--- src/rtl/emt_pkg.sv ---
package emt_pkg;
  typedef enum logic [1:0] {
    CM_TIMER = 2'b00,
    CM_RISE  = 2'b01,
    CM_FALL  = 2'b10,
    CM_BOTH  = 2'b11
  } cnt_mode_e;

  typedef enum logic [1:0] {
    MA_NONE = 2'b00,
    MA_CLR  = 2'b01,
    MA_SET  = 2'b10,
    MA_TGL  = 2'b11
  } match_act_e;

  localparam int unsigned ADR_COUNT = 0;
  localparam int unsigned ADR_CTRL  = 1;
  localparam int unsigned ADR_MACT  = 2;
  localparam int unsigned ADR_MVAL0 = 3;
  localparam int unsigned ACT_LSB   = 4;
endpackage

--- src/rtl/emt_cap_edge.sv ---
module emt_cap_edge
  import emt_pkg::*;
#(
  parameter int unsigned N_CAP = 4,
  parameter int unsigned SEL_W = 2
) (
  input  logic             clk_i,
  input  logic             rst_ni,
  input  logic [N_CAP-1:0] cap_i,
  input  logic [SEL_W-1:0] sel_i,
  input  cnt_mode_e        mode_i,
  output logic             step_o
);
  logic [N_CAP-1:0] meta_q, sync_q;
  logic             prev_q, cur;
  logic             rise, fall;

  always_ff @(posedge clk_i or negedge rst_ni) begin
    if (!rst_ni) begin
      meta_q <= '0;
      sync_q <= '0;
      prev_q <= 1'b0;
    end else begin
      meta_q <= cap_i;
      sync_q <= meta_q;
      prev_q <= cur;
    end
  end

  assign cur  = sync_q[sel_i];
  assign rise = cur & ~prev_q;
  assign fall = ~cur & prev_q;

  always_comb begin
    unique case (mode_i)
      CM_TIMER: step_o = 1'b1;
      CM_RISE:  step_o = rise;
      CM_FALL:  step_o = fall;
      CM_BOTH:  step_o = rise | fall;
      default:  step_o = 1'b0;
    endcase
  end


  no_change_hold_chk: assert property (@(posedge clk_i) disable iff (!rst_ni)
    (mode_i != CM_TIMER && $stable(sync_q) && $past(mode_i) == mode_i
     && $past(sel_i) == sel_i && $past(cur) == cur && prev_q == cur) |-> !step_o);
endmodule

--- src/rtl/emt_counter.sv ---
module emt_counter #(
  parameter int unsigned CNT_W = 32
) (
  input  logic             clk_i,
  input  logic             rst_ni,
  input  logic             ld_i,
  input  logic [CNT_W-1:0] ld_val_i,
  input  logic             step_i,
  output logic [CNT_W-1:0] cnt_o
);
  always_ff @(posedge clk_i or negedge rst_ni) begin
    if (!rst_ni)     cnt_o <= '0;
    else if (ld_i)   cnt_o <= ld_val_i;
    else if (step_i) cnt_o <= cnt_o + 1'b1;
  end


  step_adv_chk: assert property (@(posedge clk_i) disable iff (!rst_ni)
    (!ld_i && step_i) |=> cnt_o == $past(cnt_o) + 1'b1);

  idle_hold_chk: assert property (@(posedge clk_i) disable iff (!rst_ni)
    (!ld_i && !step_i) |=> $stable(cnt_o));

  load_prio_chk: assert property (@(posedge clk_i) disable iff (!rst_ni)
    ld_i |=> cnt_o == $past(ld_val_i));
endmodule

--- src/rtl/emt_match_chan.sv ---
module emt_match_chan
  import emt_pkg::*;
#(
  parameter int unsigned CNT_W = 32
) (
  input  logic             clk_i,
  input  logic             rst_ni,
  input  logic [CNT_W-1:0] cnt_i,
  input  logic [CNT_W-1:0] cmp_i,
  input  match_act_e       act_i,
  input  logic             wr_i,
  input  logic             wval_i,
  output logic             bit_o
);
  logic hit;
  assign hit = (cnt_i == cmp_i);

  always_ff @(posedge clk_i or negedge rst_ni) begin
    if (!rst_ni) bit_o <= 1'b0;
    else if (wr_i) bit_o <= wval_i;
    else if (hit) begin
      unique case (act_i)
        MA_CLR:  bit_o <= 1'b0;
        MA_SET:  bit_o <= 1'b1;
        MA_TGL:  bit_o <= ~bit_o;
        default: bit_o <= bit_o;
      endcase
    end
  end


  act_set_chk: assert property (@(posedge clk_i) disable iff (!rst_ni)
    (hit && !wr_i && act_i == MA_SET) |=> bit_o);

  act_clr_chk: assert property (@(posedge clk_i) disable iff (!rst_ni)
    (hit && !wr_i && act_i == MA_CLR) |=> !bit_o);

  act_tgl_chk: assert property (@(posedge clk_i) disable iff (!rst_ni)
    (hit && !wr_i && act_i == MA_TGL) |=> bit_o != $past(bit_o));

  no_hit_hold_chk: assert property (@(posedge clk_i) disable iff (!rst_ni)
    ((!hit || act_i == MA_NONE) && !wr_i) |=> $stable(bit_o));

  sw_write_chk: assert property (@(posedge clk_i) disable iff (!rst_ni)
    wr_i |=> bit_o == $past(wval_i));
endmodule

--- src/rtl/edge_match_timer.sv ---
module edge_match_timer
  import emt_pkg::*;
#(
  parameter int unsigned CNT_W   = 32,
  parameter int unsigned N_CAP   = 4,
  parameter int unsigned N_MATCH = 4,
  parameter int unsigned ADDR_W  = 3
) (
  input  logic               clk_i,
  input  logic               rst_ni,
  input  logic               wr_en_i,
  input  logic [ADDR_W-1:0]  wr_addr_i,
  input  logic [CNT_W-1:0]   wr_data_i,
  input  logic [ADDR_W-1:0]  rd_addr_i,
  output logic [CNT_W-1:0]   rd_data_o,
  input  logic [N_CAP-1:0]   cap_i,
  output logic [N_MATCH-1:0] match_o
);
  localparam int unsigned SEL_W   = (N_CAP > 1) ? $clog2(N_CAP) : 1;
  localparam int unsigned ACT_MSB = ACT_LSB + 2 * N_MATCH - 1;

  cnt_mode_e              mode_q;
  logic [SEL_W-1:0]       sel_q;
  match_act_e             act_q [N_MATCH];
  logic [CNT_W-1:0]       cmp_q [N_MATCH];
  logic [CNT_W-1:0]       cnt;
  logic                   step;
  logic                   wr_cnt, wr_ctrl, wr_mact;

  assign wr_cnt  = wr_en_i && (wr_addr_i == ADDR_W'(ADR_COUNT));
  assign wr_ctrl = wr_en_i && (wr_addr_i == ADDR_W'(ADR_CTRL));
  assign wr_mact = wr_en_i && (wr_addr_i == ADDR_W'(ADR_MACT));

  always_ff @(posedge clk_i or negedge rst_ni) begin
    if (!rst_ni) begin
      mode_q <= CM_TIMER;
      sel_q  <= '0;
    end else if (wr_ctrl) begin
      mode_q <= cnt_mode_e'(wr_data_i[1:0]);
      sel_q  <= wr_data_i[2 +: SEL_W];
    end
  end

  emt_cap_edge #(.N_CAP(N_CAP), .SEL_W(SEL_W)) i_cap_edge (
    .clk_i  (clk_i),
    .rst_ni (rst_ni),
    .cap_i  (cap_i),
    .sel_i  (sel_q),
    .mode_i (mode_q),
    .step_o (step)
  );

  emt_counter #(.CNT_W(CNT_W)) i_counter (
    .clk_i    (clk_i),
    .rst_ni   (rst_ni),
    .ld_i     (wr_cnt),
    .ld_val_i (wr_data_i),
    .step_i   (step),
    .cnt_o    (cnt)
  );

  for (genvar g = 0; g < N_MATCH; g++) begin : g_chan
    logic wr_val;
    assign wr_val = wr_en_i && (wr_addr_i == ADDR_W'(ADR_MVAL0 + g));

    always_ff @(posedge clk_i or negedge rst_ni) begin
      if (!rst_ni) begin
        act_q[g] <= MA_NONE;
        cmp_q[g] <= '0;
      end else begin
        if (wr_mact) act_q[g] <= match_act_e'(wr_data_i[ACT_LSB + 2*g +: 2]);
        if (wr_val)  cmp_q[g] <= wr_data_i;
      end
    end

    emt_match_chan #(.CNT_W(CNT_W)) i_chan (
      .clk_i  (clk_i),
      .rst_ni (rst_ni),
      .cnt_i  (cnt),
      .cmp_i  (cmp_q[g]),
      .act_i  (act_q[g]),
      .wr_i   (wr_mact),
      .wval_i (wr_data_i[g]),
      .bit_o  (match_o[g])
    );
  end

  always_comb begin
    rd_data_o = '0;
    if (rd_addr_i == ADDR_W'(ADR_COUNT)) begin
      rd_data_o = cnt;
    end else if (rd_addr_i == ADDR_W'(ADR_CTRL)) begin
      rd_data_o[1:0]       = mode_q;
      rd_data_o[2 +: SEL_W] = sel_q;
    end else if (rd_addr_i == ADDR_W'(ADR_MACT)) begin
      rd_data_o[N_MATCH-1:0] = match_o;
      for (int i = 0; i < N_MATCH; i++) rd_data_o[ACT_LSB + 2*i +: 2] = act_q[i];
    end else begin
      for (int i = 0; i < N_MATCH; i++)
        if (rd_addr_i == ADDR_W'(ADR_MVAL0 + i)) rd_data_o = cmp_q[i];
    end
  end


  mact_reserved_chk: assert property (@(posedge clk_i) disable iff (!rst_ni)
    (rd_addr_i == ADDR_W'(ADR_MACT)) |-> rd_data_o[CNT_W-1:ACT_MSB+1] == '0);
endmodule

--- config.mk ---
export PLATFORM = sky130hd
export DESIGN_NAME = edge_match_timer
export DESIGN_NICKNAME = d
export VERILOG_FILES = /design/src/rtl/emt_pkg.sv /design/src/rtl/emt_cap_edge.sv /design/src/rtl/emt_counter.sv /design/src/rtl/emt_match_chan.sv /design/src/rtl/edge_match_timer.sv
export SDC_FILE = /design/constraint.sdc
export NUM_CORES = 1
export LEC_CHECK = 0
export ABC_CLOCK_PERIOD_IN_PS = 3900
export BUFFER_PORTS_ARGS = -buffer_cell sky130_fd_sc_hd__buf_4
export CORE_MARGIN = 3
export CORE_UTILIZATION = 45
export CTS_CLUSTER_SIZE = 10
export DETAILED_ROUTE_END_ITERATION = 6
export PLACE_DENSITY = 0.6
export SETUP_SLACK_MARGIN = 0.02
export SLEW_MARGIN = 20
export SYNTH_ARGS = -nofsm -noshare
export SYNTH_HDL_FRONTEND = slang
export SYNTH_SLANG_ARGS = --single-unit
--- constraint.sdc ---
create_clock -name clk_i -period 3.9 [get_ports clk_i]
set_clock_uncertainty 0.15 [all_clocks]
set_input_delay 0.195 -clock clk_i [delete_from_list [all_inputs] [get_ports clk_i]]
set_output_delay 0.195 -clock clk_i [all_outputs]
set_load 0.01 [all_outputs]
Yosys cells after proc, flatten, opt, wreduce, memory -nomap -nowiden
Index checks and enable logic that the tools add are counted.
Operators by class
  add/sub/neg operators: 1
  bitwise gates (word level): 9
  magnitude comparators: 1
  muxes and demuxes: 26
  reduce and logical (&&, ||, !) cells: 23
  equal/unequal tests: 31
Operators by type and width (number)
  $mux 32: 7
  $eq 32x32->1: 4
  $add 32x1->32 const B: 1
  $mux 28: 1
  $eq 2x2->1 const B: 10
  $mux 20: 1
  $eq 3x3->1 const B: 6
  $reduce_bool 4->1: 4
  $eq 3x2->1 const B: 4
  $mux 12: 1
  $pmux 1 s3: 4
  $eq 2x1->1 const B: 5
  $reduce_bool 2->1: 5
  $mux 1: 9
  $reduce_and 2->1: 4
  $logic_and 1x1->1: 7
  $eq 3x1->1 const B: 2
  $logic_not 3->1: 2
  $not 1->1: 6
  $mux 4: 1
  $pmux 1 s4: 1
  $lt 2x3->1 const B: 1
  $and 1x1->1: 2
  $bmux 1 s2: 1
  2 further kinds: 2
Storage, ports and cells
  word-level logic and storage cells: 109
  output and inout bits: 36
  flip-flop bits (word level): 185
  input port bits: 45

Longest topological paths before layout
Gate-level depths: netlist of the first run.
  depth in word-level cells: 8
  mapped depth: 9
  depth with buffers taken out: 8

Cells and area by module
From an unflattened synthesis of the first run, not the netlist that was laid out.
Unflattened totals
  cell total of the unflattened synthesis: 935
  area, all modules: 11091.9 um2
By module, submodules not included
  edge_match_timer: times used 1, cells an instance 486, area each 7178.1 um2, seq. area each 3503.4 um2
  emt_counter: times used 1, cells an instance 223, area each 1910.6 um2, seq. area each 800.8 um2
  emt_match_chan: times used 4, cells an instance 52, area each 424.2 um2, seq. area each 25.0 um2
  emt_cap_edge: times used 1, cells an instance 18, area each 306.5 um2, seq. area each 225.2 um2

Worst setup path after synthesis of the first run
No wires, ideal clock.
  path type: reg2reg
  start point: reg sel_q[0]
  end point: reg i_counter.cnt_o[25]
  arrival time: 2534 ps
  path buffers: 0
  setup time: 82 ps
  stages on the path, launching flop included: 9
  data required time: 3668 ps
  path slack: 1134 ps
  period minus slack after synthesis: 2766 ps
  path through: dfrtp_1 mux4_2 inv_1 ha_1 nand2b_1 a31oi_2 nand3_1 or4_1 a31oi_1
Between the ends
  longest elaborated chain between the ends: 7
  elaborated cells between the ends (all ways): 8
  those cells by class: 3 x mux; 4 x bitwise; 1 x reduce/logical
RTL lines
  start: declaration: RTL line edge_match_timer.sv:23  | logic [SEL_W-1:0] sel_q;
  start signal: assignment: RTL line edge_match_timer.sv:40  | sel_q <= wr_data_i[2 +: SEL_W];
  $bmux 1 s2 (*): RTL line emt_cap_edge.sv:30  | assign cur = sync_q[sel_i];
  $mux 1 (not written as such) (*): RTL line emt_cap_edge.sv:30
  net i_cap_edge.cur: RTL line emt_cap_edge.sv:15  | logic prev_q, cur;
  $not 1->1: RTL line emt_cap_edge.sv:32  | assign fall = ~cur & prev_q;
  $and 1x1->1: RTL line emt_cap_edge.sv:32
  $or 1x1->1: RTL line emt_cap_edge.sv:39  | CM_BOTH: step_o = rise | fall;
  $pmux 1 s4 (*): RTL line emt_cap_edge.sv:35  | unique case (mode_i)
  $reduce_bool 2->1 (no source line) (*)
  end signal: assignment: RTL line emt_counter.sv:13  | else if (ld_i) cnt_o <= ld_val_i;
  end signal: assignment: RTL line emt_counter.sv:14  | else if (step_i) cnt_o <= cnt_o + 1'b1;
  end: declaration: RTL line emt_counter.sv:9  | output logic [CNT_W-1:0] cnt_o
Mark *: on every way through the listed nets, which the timed path passes. The rest lies on a longest branch. The select of a mux whose other input is x is not followed.
A chain may end at the register's enable or synchronous reset.

Worst setup path after layout of the first run
Same ends and word-level chain as after synthesis.

==> reports/results.ini, run 1 <==
[outcome]
outcome = complete, no violations

[clock_network]
cts_made_buffers = 17
path_clk_slew_ps = 70
hold_buffers = 37
post-cts-setup-buffers = 0
cts_root_buf = clkbuf_16
htree_levels = 4
postCtsResizedCells = 0
cts_tree = built
clock-sinks = 185
clock_latency_ps = 430
clock_path_buffers = 2

[power]
p_sw_mw = 2.532
internal-power_mw = 4.186
leakagePower_nw = 5.307
seqPwrFrac = 0.442
comb_power_share = 0.309
p_per_area_nw_per_um2 = 536.2
sw_frac_of_total = 0.3768
pwr-share-clk = 0.249
peakVddDrop_uv = 280.3

[finish]
area_growth_pct = 15.66
fillers = 2223
seq_area_um2 = 4629
final_cell_area_um2 = 12530
finalNetCount = 1240
multi_input_area_um2 = 5710
post_route_cells_drive_above_1_share = 0.2170
final_cells = 1523

[placed_design]
place.gp.congestion = 0.9064
dp_cells = 1455
numPortBuffers = 80
hpwl_um = 24250
placed_area_um2 = 11600

[job]
cap_violations = 0

[yosys]
ys_warn_count = 0
synth_edf_count = 0
synthesis.nets = 1182
synth_area_um2 = 10830
seq_area_frac_synth = 0.4274
syn_inst = 1134
synthArstFlopShare = 1.000
syn_avg_cell_area_um2 = 9.552
synth_seq_cells = 185
ys.flop_type = dfrtp_1
ys_types = 46

[floorplanning]
dieArea_um2 = 25970
die_w_um = 161.1
coreArea_um2 = 23540
placementRows = 56
die_height_um = 161.1
pin_count = 81
initial_core_util = 0.4601

[setup_path]
cp.required_ps = 4110
crit_path_end_kind = register
critPathLaunchType = register
critical_path_arrival_ps = 3510
crit_type = reg2reg
worst-path-max-fanout = 10

[detailed_routing]
dr_total_vias = 8782
drcViolationCount = 0
drt_iter0_drc = 750
wire_per_inst_um = 22.50
wl_um = 34270
antenna_left = 0
first_pass_iters = 5
viasPerCell = 5.766

[global_route]
grt_pass1_vias = 8580
grt_max_degree = 113
globalRouteOverflowTotal = 0
antenna_found_initial = 1
grt_use_total = 0.2664
grt_pass1_wl_um = 52730

[timing]
hold_viol = 0
max_slew_margin = 0.3531
period_share = 0.8473
rsz0062_at_grt = no
tightest_slew_ps = 970.4
final.min_clock_period_ps = 3304
max_freq_ghz = 0.3026
setup_viol = 0
tns_ps = 0
drv_slew = 0

[hold_path]
hp-class = in2reg

## area by class of cell
| cell class | instances | area share |
|---|---|---|
| inverters | 30 | 0.008988 |
| clock buffers | 20 | 0.03645 |
| well taps | 319 | 0.03186 |
| multi-input cells | 822 | 0.4558 |
| clock inverters | 10 | 0.007790 |
| flip-flops and latches | 185 | 0.3695 |
| repair buffers | 136 | 0.08938 |
| diodes | 1 | 0.0001997 |
## placed cells by master (no fill, tap or decap), types with 24 or more instances in the layout
cell / count
dfrtp_1: 185
nand2_1: 127
mux2_2: 120
xor2_1: 99
buf_4: 98
o21ai_0: 92
xnor2_1: 46
nor2_1: 45
a21oi_1: 45
dlygate4sd3_1: 37
inv_1: 30
nor4_1: 28
nand2b_1: 26
nand4_1: 24
## power groups by stage
stage	clock network [mW]	registers, mW	logic (mW)
finish	1.67	2.97	2.08
global route	1.78	3.03	2.23
CTS	1.71	2.96	2.06
detailed placement	0	2.99	2.02
global placement	0	2.98	2.02
floorplan	0	2.61	1.56
## state kept, by name, summed over array words and instances (netlist names), 2 cells and up
signal,cells
i_cap_edge.sync_q,4
act_q,8
sel_q,2
mode_q,2
i_counter.cnt_o,32
g_chan.i_chan.bit_o,4
cmp_q,128
i_cap_edge.meta_q,4
## per-layer routing
layer  up-vias  track usage  wire, µm
met4         0      0.08526       961
met3        57      0.05130      2324
met2       319       0.4145     15680
li1       4045            -         -
met5         -            0         0
met1      4361       0.3779     15310
## Yosys cell counts, drive strengths merged, types with 2 or more instances
library cell  count  share of area
a21o             20          0.014
a21oi            45          0.021
a221oi            9         0.0073
a22oi            19          0.013
a31o              2         0.0016
a31oi            20          0.012
and2              6         0.0035
and3              7         0.0040
buf              30          0.015
clkbuf           67          0.023
dfrtp           185           0.43
ha                3         0.0035
inv              30          0.010
mux2            120           0.12
mux2i             9         0.0083
nand2           127          0.044
nand2b           26          0.015
nand3            18         0.0083
nand4            24          0.014
nor2             45          0.016
nor2b             6         0.0035
nor3             12         0.0055
nor3b             2         0.0014
nor4             28          0.016
o211ai            4         0.0028
o21ai            92          0.043
o31ai             6         0.0042
or3               8         0.0046
or4              10         0.0069
xnor2            47          0.039
xor2             99          0.080
## logic make-up (layout without fill, tap and decap cells)
| family | count (synthesis) | in the layout | synth area share |
|---|---|---|---|
| XOR/XNOR | 146 | 146 | 0.1187 |
| other | 0 | 1 | 0 |
| AO/OA/AOI/OAI | 221 | 221 | 0.1216 |
| flip-flops | 185 | 185 | 0.4274 |
| buffers and inverters | 127 | 196 | 0.04828 |
| AND/OR/NAND/NOR | 322 | 322 | 0.1453 |
| multiplexers | 130 | 130 | 0.1352 |
| adder cells (fa/ha/maj) | 3 | 3 | 0.003466 |
## critical path: stages (launching register included)
cell and delay [ps]:
dfrtp_1 380, mux4_2 540, inv_1 80, ha_1 220, nand2b_1 170, a31oi_2 530, nand3_1 420, or4_1 570
a31oi_1 170
## metrics by stage
step / power (mW) / hold WS, ps / utilization / setup slack [ps]
after floorplan: 4.169 / -250.6 / - / 1134
after global placement: 4.994 / 156.2 / 0.4928 / 739.1
after detailed placement: 5.007 / 155.6 / 0.4928 / 671.0
after CTS: 6.724 / 120.1 / 0.5320 / 660.2
after global routing: 7.047 / 130.6 / 0.5320 / 466.9
final: 6.718 / 130.4 / 0.5322 / 595.7
## final timing paths
path / from / to / slack [ps] / depth (start not counted)
worst min-delay path: wr_addr_i[0] / cmp_q[72]$_DFFE_PN0P_ / 130 / 3
min in group asynchronous: rst_ni / cmp_q[25]$_DFFE_PN0P_ / 330 / 2
worst max register to register: sel_q[0]$_DFFE_PN0P_ / i_counter.cnt_o[25]$_DFFE_PN0P_ / 600 / 8
worst min register to register: i_cap_edge.meta_q[3]$_DFF_PN0_ / i_cap_edge.sync_q[3]$_DFF_PN0_ / 200 / 0
max in group asynchronous: rst_ni / i_counter.cnt_o[18]$_DFFE_PN0P_ / 2340 / 3
worst max-delay path: sel_q[0]$_DFFE_PN0P_ / i_counter.cnt_o[25]$_DFFE_PN0P_ / 600 / 8
(Power assumes the default switching activity.)
==> run 2: changes to the inputs <==
Settings changed: ABC_AREA set to 1, ABC_CLOCK_PERIOD_IN_PS 3900 to 2930, PLACE_DENSITY 0.6 to 0.62.
Clock period 3.9 ns to 2.93 ns, I/O delays scaled along.
==> run 2 against run 1 <==
Power up 61%. Critical path type unchanged. Critical endpoint is now i_counter.cnt_o[10]$_DFFE_PN0P_. Synthesized cell count up 50%. Final cell count up 39%. Core utilization down 0.45 points.
==> reports/results.ini, run 2 <==
[power]
comb_power_share = 0.395
peakVddDrop_uv = 352.9
total_power_mw = 10.84
leakagePower_nw = 6.585
p_sw_mw = 5.146
sw_frac_of_total = 0.4745
pwr-share-clk = 0.228
seqPwrFrac = 0.377
internal-power_mw = 5.698
p_per_area_nw_per_um2 = 813.8

[yosys]
syn_inst = 1701
synth.most_common_cell = nand2_1
synth_edf_count = 0
netlist.area_leader.share = 0.4003
synth_area_um2 = 11570
yosys.area.top_type = dfrtp_1
synthArstFlopShare = 1.000
ys_types = 43
synth_seq_cells = 185
synthTopCellsByArea = dfrtp_1 40%, nand2_1 19%, o21ai_0 8.6%
seq_area_frac_synth = 0.4003
syn_avg_cell_area_um2 = 6.800
synthesis.nets = 1749
synthTopCellsByCount = 572 x nand2_1, 208 x inv_1, 198 x o21ai_0
ys_warn_count = 0
ys.flop_type = dfrtp_1

[hold_path]
holdCritStartpoint = wr_data_i[9]
whs_endpoint = cmp_q[41]$_DFFE_PN0P_
holdPathStages = 3
hp-class = in2reg

[detailed_routing]
wl_um = 45970
met1_length_um = 20050
dr_total_vias = 11889
drcViolationCount = 0
first_pass_iters = 6
dr.max_layer_used = met4
antenna_left = 0
viasPerCell = 5.611
wire_per_inst_um = 21.69
met3_length_um = 4456
drt_iter0_drc = 1558
met2_length_um = 20450

[finish]
final_cell_mix = 569 x nand2_1, 208 x inv_1, 198 x o21ai_0, 185 x dfrtp_1, 152 x nor2_1
area_growth_pct = 15.22
fillers = 2533
seq_area_um2 = 4629
reg_top3 = cmp_q: 128 flops, i_counter.cnt_o: 32 flops, act_q: 8 flops
final_common_cell = nand2_1
multi_input_area_um2 = 5647
finalNetCount = 1824
top_register = cmp_q
post_route_cells_drive_above_1_share = 0.09950
final_cells = 2119
largest_reg_flops = 128
num_antenna_cells = 0

[setup_path]
crit_type = reg2reg
critPathLaunchType = register
ff2ff_path_depth = 12
r2r-end = i_counter.cnt_o[10]$_DFFE_PN0P_
rrSetupSlack_ps = 220
worst-path-max-fanout = 13
crit_path_end_kind = register
critical_path_arrival_ps = 2960
cp.required_ps = 3180
r2r-start = sel_q[0]$_DFFE_PN0P_

[timing]
hold_viol = 0
tightest_slew_ps = 1058
final.min_clock_period_ps = 2712
drv_slew = 0
max_slew_margin = 0.2939
setup_viol = 0
rsz0062_at_grt = no
period_share = 0.9256
tns_ps = 0
fin_ws_ps = 218.1
max_freq_ghz = 0.3687

[global_route]
antenna_found_initial = 0
globalRouteOverflowTotal = 0
grt_max_degree = 75
grt_pass1_wl_um = 69590
grt_pass1_vias = 10890
grt_use_total = 0.3310

[clock_network]
cts_root_buf = clkbuf_16
cts_made_buffers = 17
post-cts-setup-buffers = 0
cts_tree = built
clock-sinks = 185
clock_latency_ps = 460
htree_levels = 4
clock_path_buffers = 2
path_clk_slew_ps = 80

[placed_design]
dp_slack_ps = 258.5
numPortBuffers = 80
hpwl_um = 34270
place.gp.congestion = 1.015
dp_cells = 2051

[floorplanning]
pin_count = 81
coreArea_um2 = 25250
initial_core_util = 0.4580
die_w_um = 166.3
dieArea_um2 = 27660
die_height_um = 166.3
placementRows = 58

[job]
cap_violations = 0

[outcome]
outcome = complete, no violations

## run 2: final cells by class
type	instances	area share
Timing Repair Buffer	139	0.08835
Sequential cell	185	0.3474
Multi-Input combinational cell	1212	0.4237
Clock inverter	15	0.01427
Inverter	221	0.06337
Tap cell	330	0.03098
Clock buffer	17	0.03192
## run 2: routing by layer
| layer | GRT usage | vias to the layer above |
|---|---|---|
| met5 | 0 | - |
| met4 | 0.07999 | 0 |
| met3 | 0.06736 | 60 |
| met2 | 0.5045 | 645 |
| met1 | 0.4870 | 5638 |
| li1 | - | 5546 |
## run 2: power groups by stage
| stage | Sequential (mW) | Combinational [mW] | Clock [mW] |
|---|---|---|---|
| 3_5_place_dp | 4.09 | 4.11 | 0 |
| 5_1_grt | 4.16 | 4.68 | 2.62 |
| 3_3_place_gp | 4.08 | 4.09 | 0 |
| 6_report | 4.09 | 4.28 | 2.48 |
| 2_1_floorplan | 3.51 | 3.09 | 0 |
| 4_1_cts | 4.05 | 4.17 | 2.50 |
## run 2: cells by family (layout without fill, tap and decap cells)
| kind of cell | count (synthesis) | in the layout | synth area share |
|---|---|---|---|
| xor gates and xnor gates | 39 | 39 | 0.02953 |
| AOI/OAI and AO/OA | 331 | 331 | 0.1597 |
| buffers and inverters | 304 | 392 | 0.1128 |
| adders and majority gates | 3 | 3 | 0.003246 |
| DFF | 185 | 185 | 0.4003 |
| and+or+nand+nor | 839 | 839 | 0.2945 |
## run 2: what timing repair did
item	4_1_cts	5_1_grt
endpoints found under the setup margin	0	1
resized for setup	0	1
hold endpoints to repair	228	0
hold buffers	36	0
## run 2: through the flow
stage	util	instance area [µm²]	hold slack (ps)
6_report	0.5277	13330	33.20
3_5_place_dp	0.4890	12350	80.01
2_1_floorplan	-	11570	-299.1
3_3_place_gp	0.4890	12350	89.98
5_1_grt	0.5277	13330	19.25
4_1_cts	0.5276	13320	14.11
## run 2: worst max-delay path by stage
stage,from,endpoint,slack [ps],depth (start not counted)
after floorplan,sel_q[0]$_DFFE_PN0P_,i_counter.cnt_o[3]$_DFFE_PN0P_,730,12
after global placement,sel_q[0]$_DFFE_PN0P_,i_counter.cnt_o[28]$_DFFE_PN0P_,360,13
after detailed placement,sel_q[0]$_DFFE_PN0P_,i_counter.cnt_o[18]$_DFFE_PN0P_,260,13
after CTS,sel_q[0]$_DFFE_PN0P_,i_counter.cnt_o[30]$_DFFE_PN0P_,240,13
after global routing,sel_q[0]$_DFFE_PN0P_,i_counter.cnt_o[4]$_DFFE_PN0P_,20,12
final,sel_q[0]$_DFFE_PN0P_,i_counter.cnt_o[10]$_DFFE_PN0P_,220,12
## run 2: critical path: stages (launching register included)
cell and delay, ps:
dfrtp_1 430, inv_1 90, nand2_1 60, a32oi_1 310, inv_1 90, ha_1 300
nor2_1 190, o22ai_4 150, buf_4 190, nor2_2 180, inv_2 180, nor3_1 200
or2_1 130
==> run 3: changes to the inputs <==
Settings changed: MAX_ROUTING_LAYER set to met4.
==> run 3 against run 2 <==
The run now ends with DRC left. Via count shrank 1.2%. Combinational power grew 0.9%. Setup slack gained 110 ps. Register-to-register slack gained 110 ps. Fmax grew 4.3%. Power grew 0.16%. Final cell count is the same. Core utilization grew 0.089 points. Global-route usage grew 0.64 points. Critical endpoint is now i_counter.cnt_o[21]$_DFFE_PN0P_. Largest power group unchanged. Highest routed layer unchanged.
==> reports/results.ini, run 3 (same netlist as run 2, synthesis figures left out) <==
[global_route]
grt_pass1_vias = 10738
grt_use_total = 0.3375
globalRouteOverflowTotal = 0
antenna_found_initial = 0
grt_max_degree = 73
grt_pass1_wl_um = 68640

[outcome]
violations = DRC
outcome = finished, violations left

[detailed_routing]
drt_iter0_drc = 1518
dr_total_vias = 11752
drcViolationCount = 2
antenna_left = 0
wl_um = 45880
first_pass_iters = 7
viasPerCell = 5.546
wire_per_inst_um = 21.65

[finish]
top_register = cmp_q
num_antenna_cells = 0
final_cell_mix = 569 x nand2_1, 208 x inv_1, 198 x o21ai_0, 185 x dfrtp_1, 152 x nor2_1
largest_reg_flops = 128
final_cells = 2119
post_route_cells_drive_above_1_share = 0.1001
finalNetCount = 1824
reg_top3 = cmp_q: 128 flops, i_counter.cnt_o: 32 flops, act_q: 8 flops
final_common_cell = nand2_1
area_growth_pct = 15.42
fillers = 2545

[timing]
fin_ws_ps = 329.4
drv_slew = 0
hold_slack_ps = 36.68
final.min_clock_period_ps = 2601
setup_viol = 0
max_freq_ghz = 0.3845
hold_viol = 0
tns_ps = 0
tightest_slew_ps = 1088
max_slew_margin = 0.2741
rsz0062_at_grt = no
period_share = 0.8876

[power]
p_per_area_nw_per_um2 = 813.6
leakagePower_nw = 6.592
peakVddDrop_uv = 486.1

[setup_path]
crit_path_end_kind = register
crit_type = reg2reg
worst-path-max-fanout = 13
critical_path_arrival_ps = 2780
ff2ff_path_depth = 13
critPathLaunchType = register
cp.required_ps = 3110

[clock_network]
cts_tree = built
path_clk_slew_ps = 90
clock_path_buffers = 2
htree_levels = 4
post-cts-setup-buffers = 0
cts_root_buf = clkbuf_16
cts_made_buffers = 17
clock-sinks = 185
clock_latency_ps = 460

[hold_path]
hp-class = in2reg
holdPathStages = 3

[placed_design]
numPortBuffers = 80
dp_slack_ps = 306.1
dp_cells = 2051
place.gp.congestion = 1.038
hpwl_um = 34040

[floorplanning]
coreArea_um2 = 25250
pin_count = 81
initial_core_util = 0.4580
die_w_um = 166.3
dieArea_um2 = 27660
placementRows = 58
die_height_um = 166.3

[job]
cap_violations = 0

run 3: changes by cell type in the layout (fill, tap and decap cells not counted):
cell      delta
clkinv_8     +2
a32oi_1      -1
a32oi_2      +1
inv_8        -1
buf_12       +1
inv_12       -1
inv_6        -1
inv_4        +1
buf_4        -1
run 3: final cells by class:
type	instances	area (µm²)	share of cell area
Tap cell	330	412.9	0.03093
Inverter	221	842.1	0.06308
Clock inverter	15	195.2	0.01462
Sequential cell	185	4629	0.3468
Timing Repair Buffer	139	1190	0.08914
Multi-Input combinational cell	1212	5654	0.4236
Clock buffer	17	425.4	0.03187
run 3: critical path, stage by stage (launching register included):
cell     delay [ps]
dfrtp_1         420
inv_1            80
nand2_1          60
a32oi_2         220
inv_1            70
ha_1            280
nor2_1           60
o22ai_4         250
buf_4           230
nor2_2           80
inv_2           240
o21ai_0         150
nand2_1          90
o21ai_0          70
run 3: through the flow:
stage	power (mW)	util	instance area (µm²)
after global routing	11.45	0.5286	13350
after global placement	8.175	0.4894	12360
after CTS	10.72	0.5283	13340
after detailed placement	8.218	0.4894	12360
after floorplan	6.594	-	11570
final	10.86	0.5286	13350
run 3: worst paths after layout:
path	slack, ps	start	to
max in group asynchronous	1770	rst_ni	i_counter.cnt_o[25]$_DFFE_PN0P_
min in group asynchronous	130	rst_ni	cmp_q[50]$_DFFE_PN0P_
min	40	wr_data_i[9]	cmp_q[105]$_DFFE_PN0P_
max reg2reg	330	sel_q[0]$_DFFE_PN0P_	i_counter.cnt_o[21]$_DFFE_PN0P_
min reg2reg	200	i_cap_edge.meta_q[1]$_DFF_PN0_	i_cap_edge.sync_q[1]$_DFF_PN0_
max	330	sel_q[0]$_DFFE_PN0P_	i_counter.cnt_o[21]$_DFFE_PN0P_
run 3: layer usage:
| metal | part of all wire | track usage | wire [µm] |
|---|---|---|---|
| met5 | 0 | - | 0 |
| met4 | 0.032 | 0.1062 | 1464 |
| met3 | 0.095 | 0.06522 | 4347 |
| met1 | 0.44 | 0.4793 | 20000 |
| met2 | 0.44 | 0.4906 | 20070 |
run 3: power by group:
part	total (mW)	switching (mW)	internal (mW)
sequential	4.08	0.959	3.12
clock	2.46	1.29	1.18
combinational	4.32	2.91	1.41
run 3: what timing repair did:
item | 4_1_cts | 5_1_grt
hold buffers | 36 | 0
resized for setup | 0 | 1
hold endpoints to repair | 220 | 0
endpoints found under the setup margin | 0 | 1
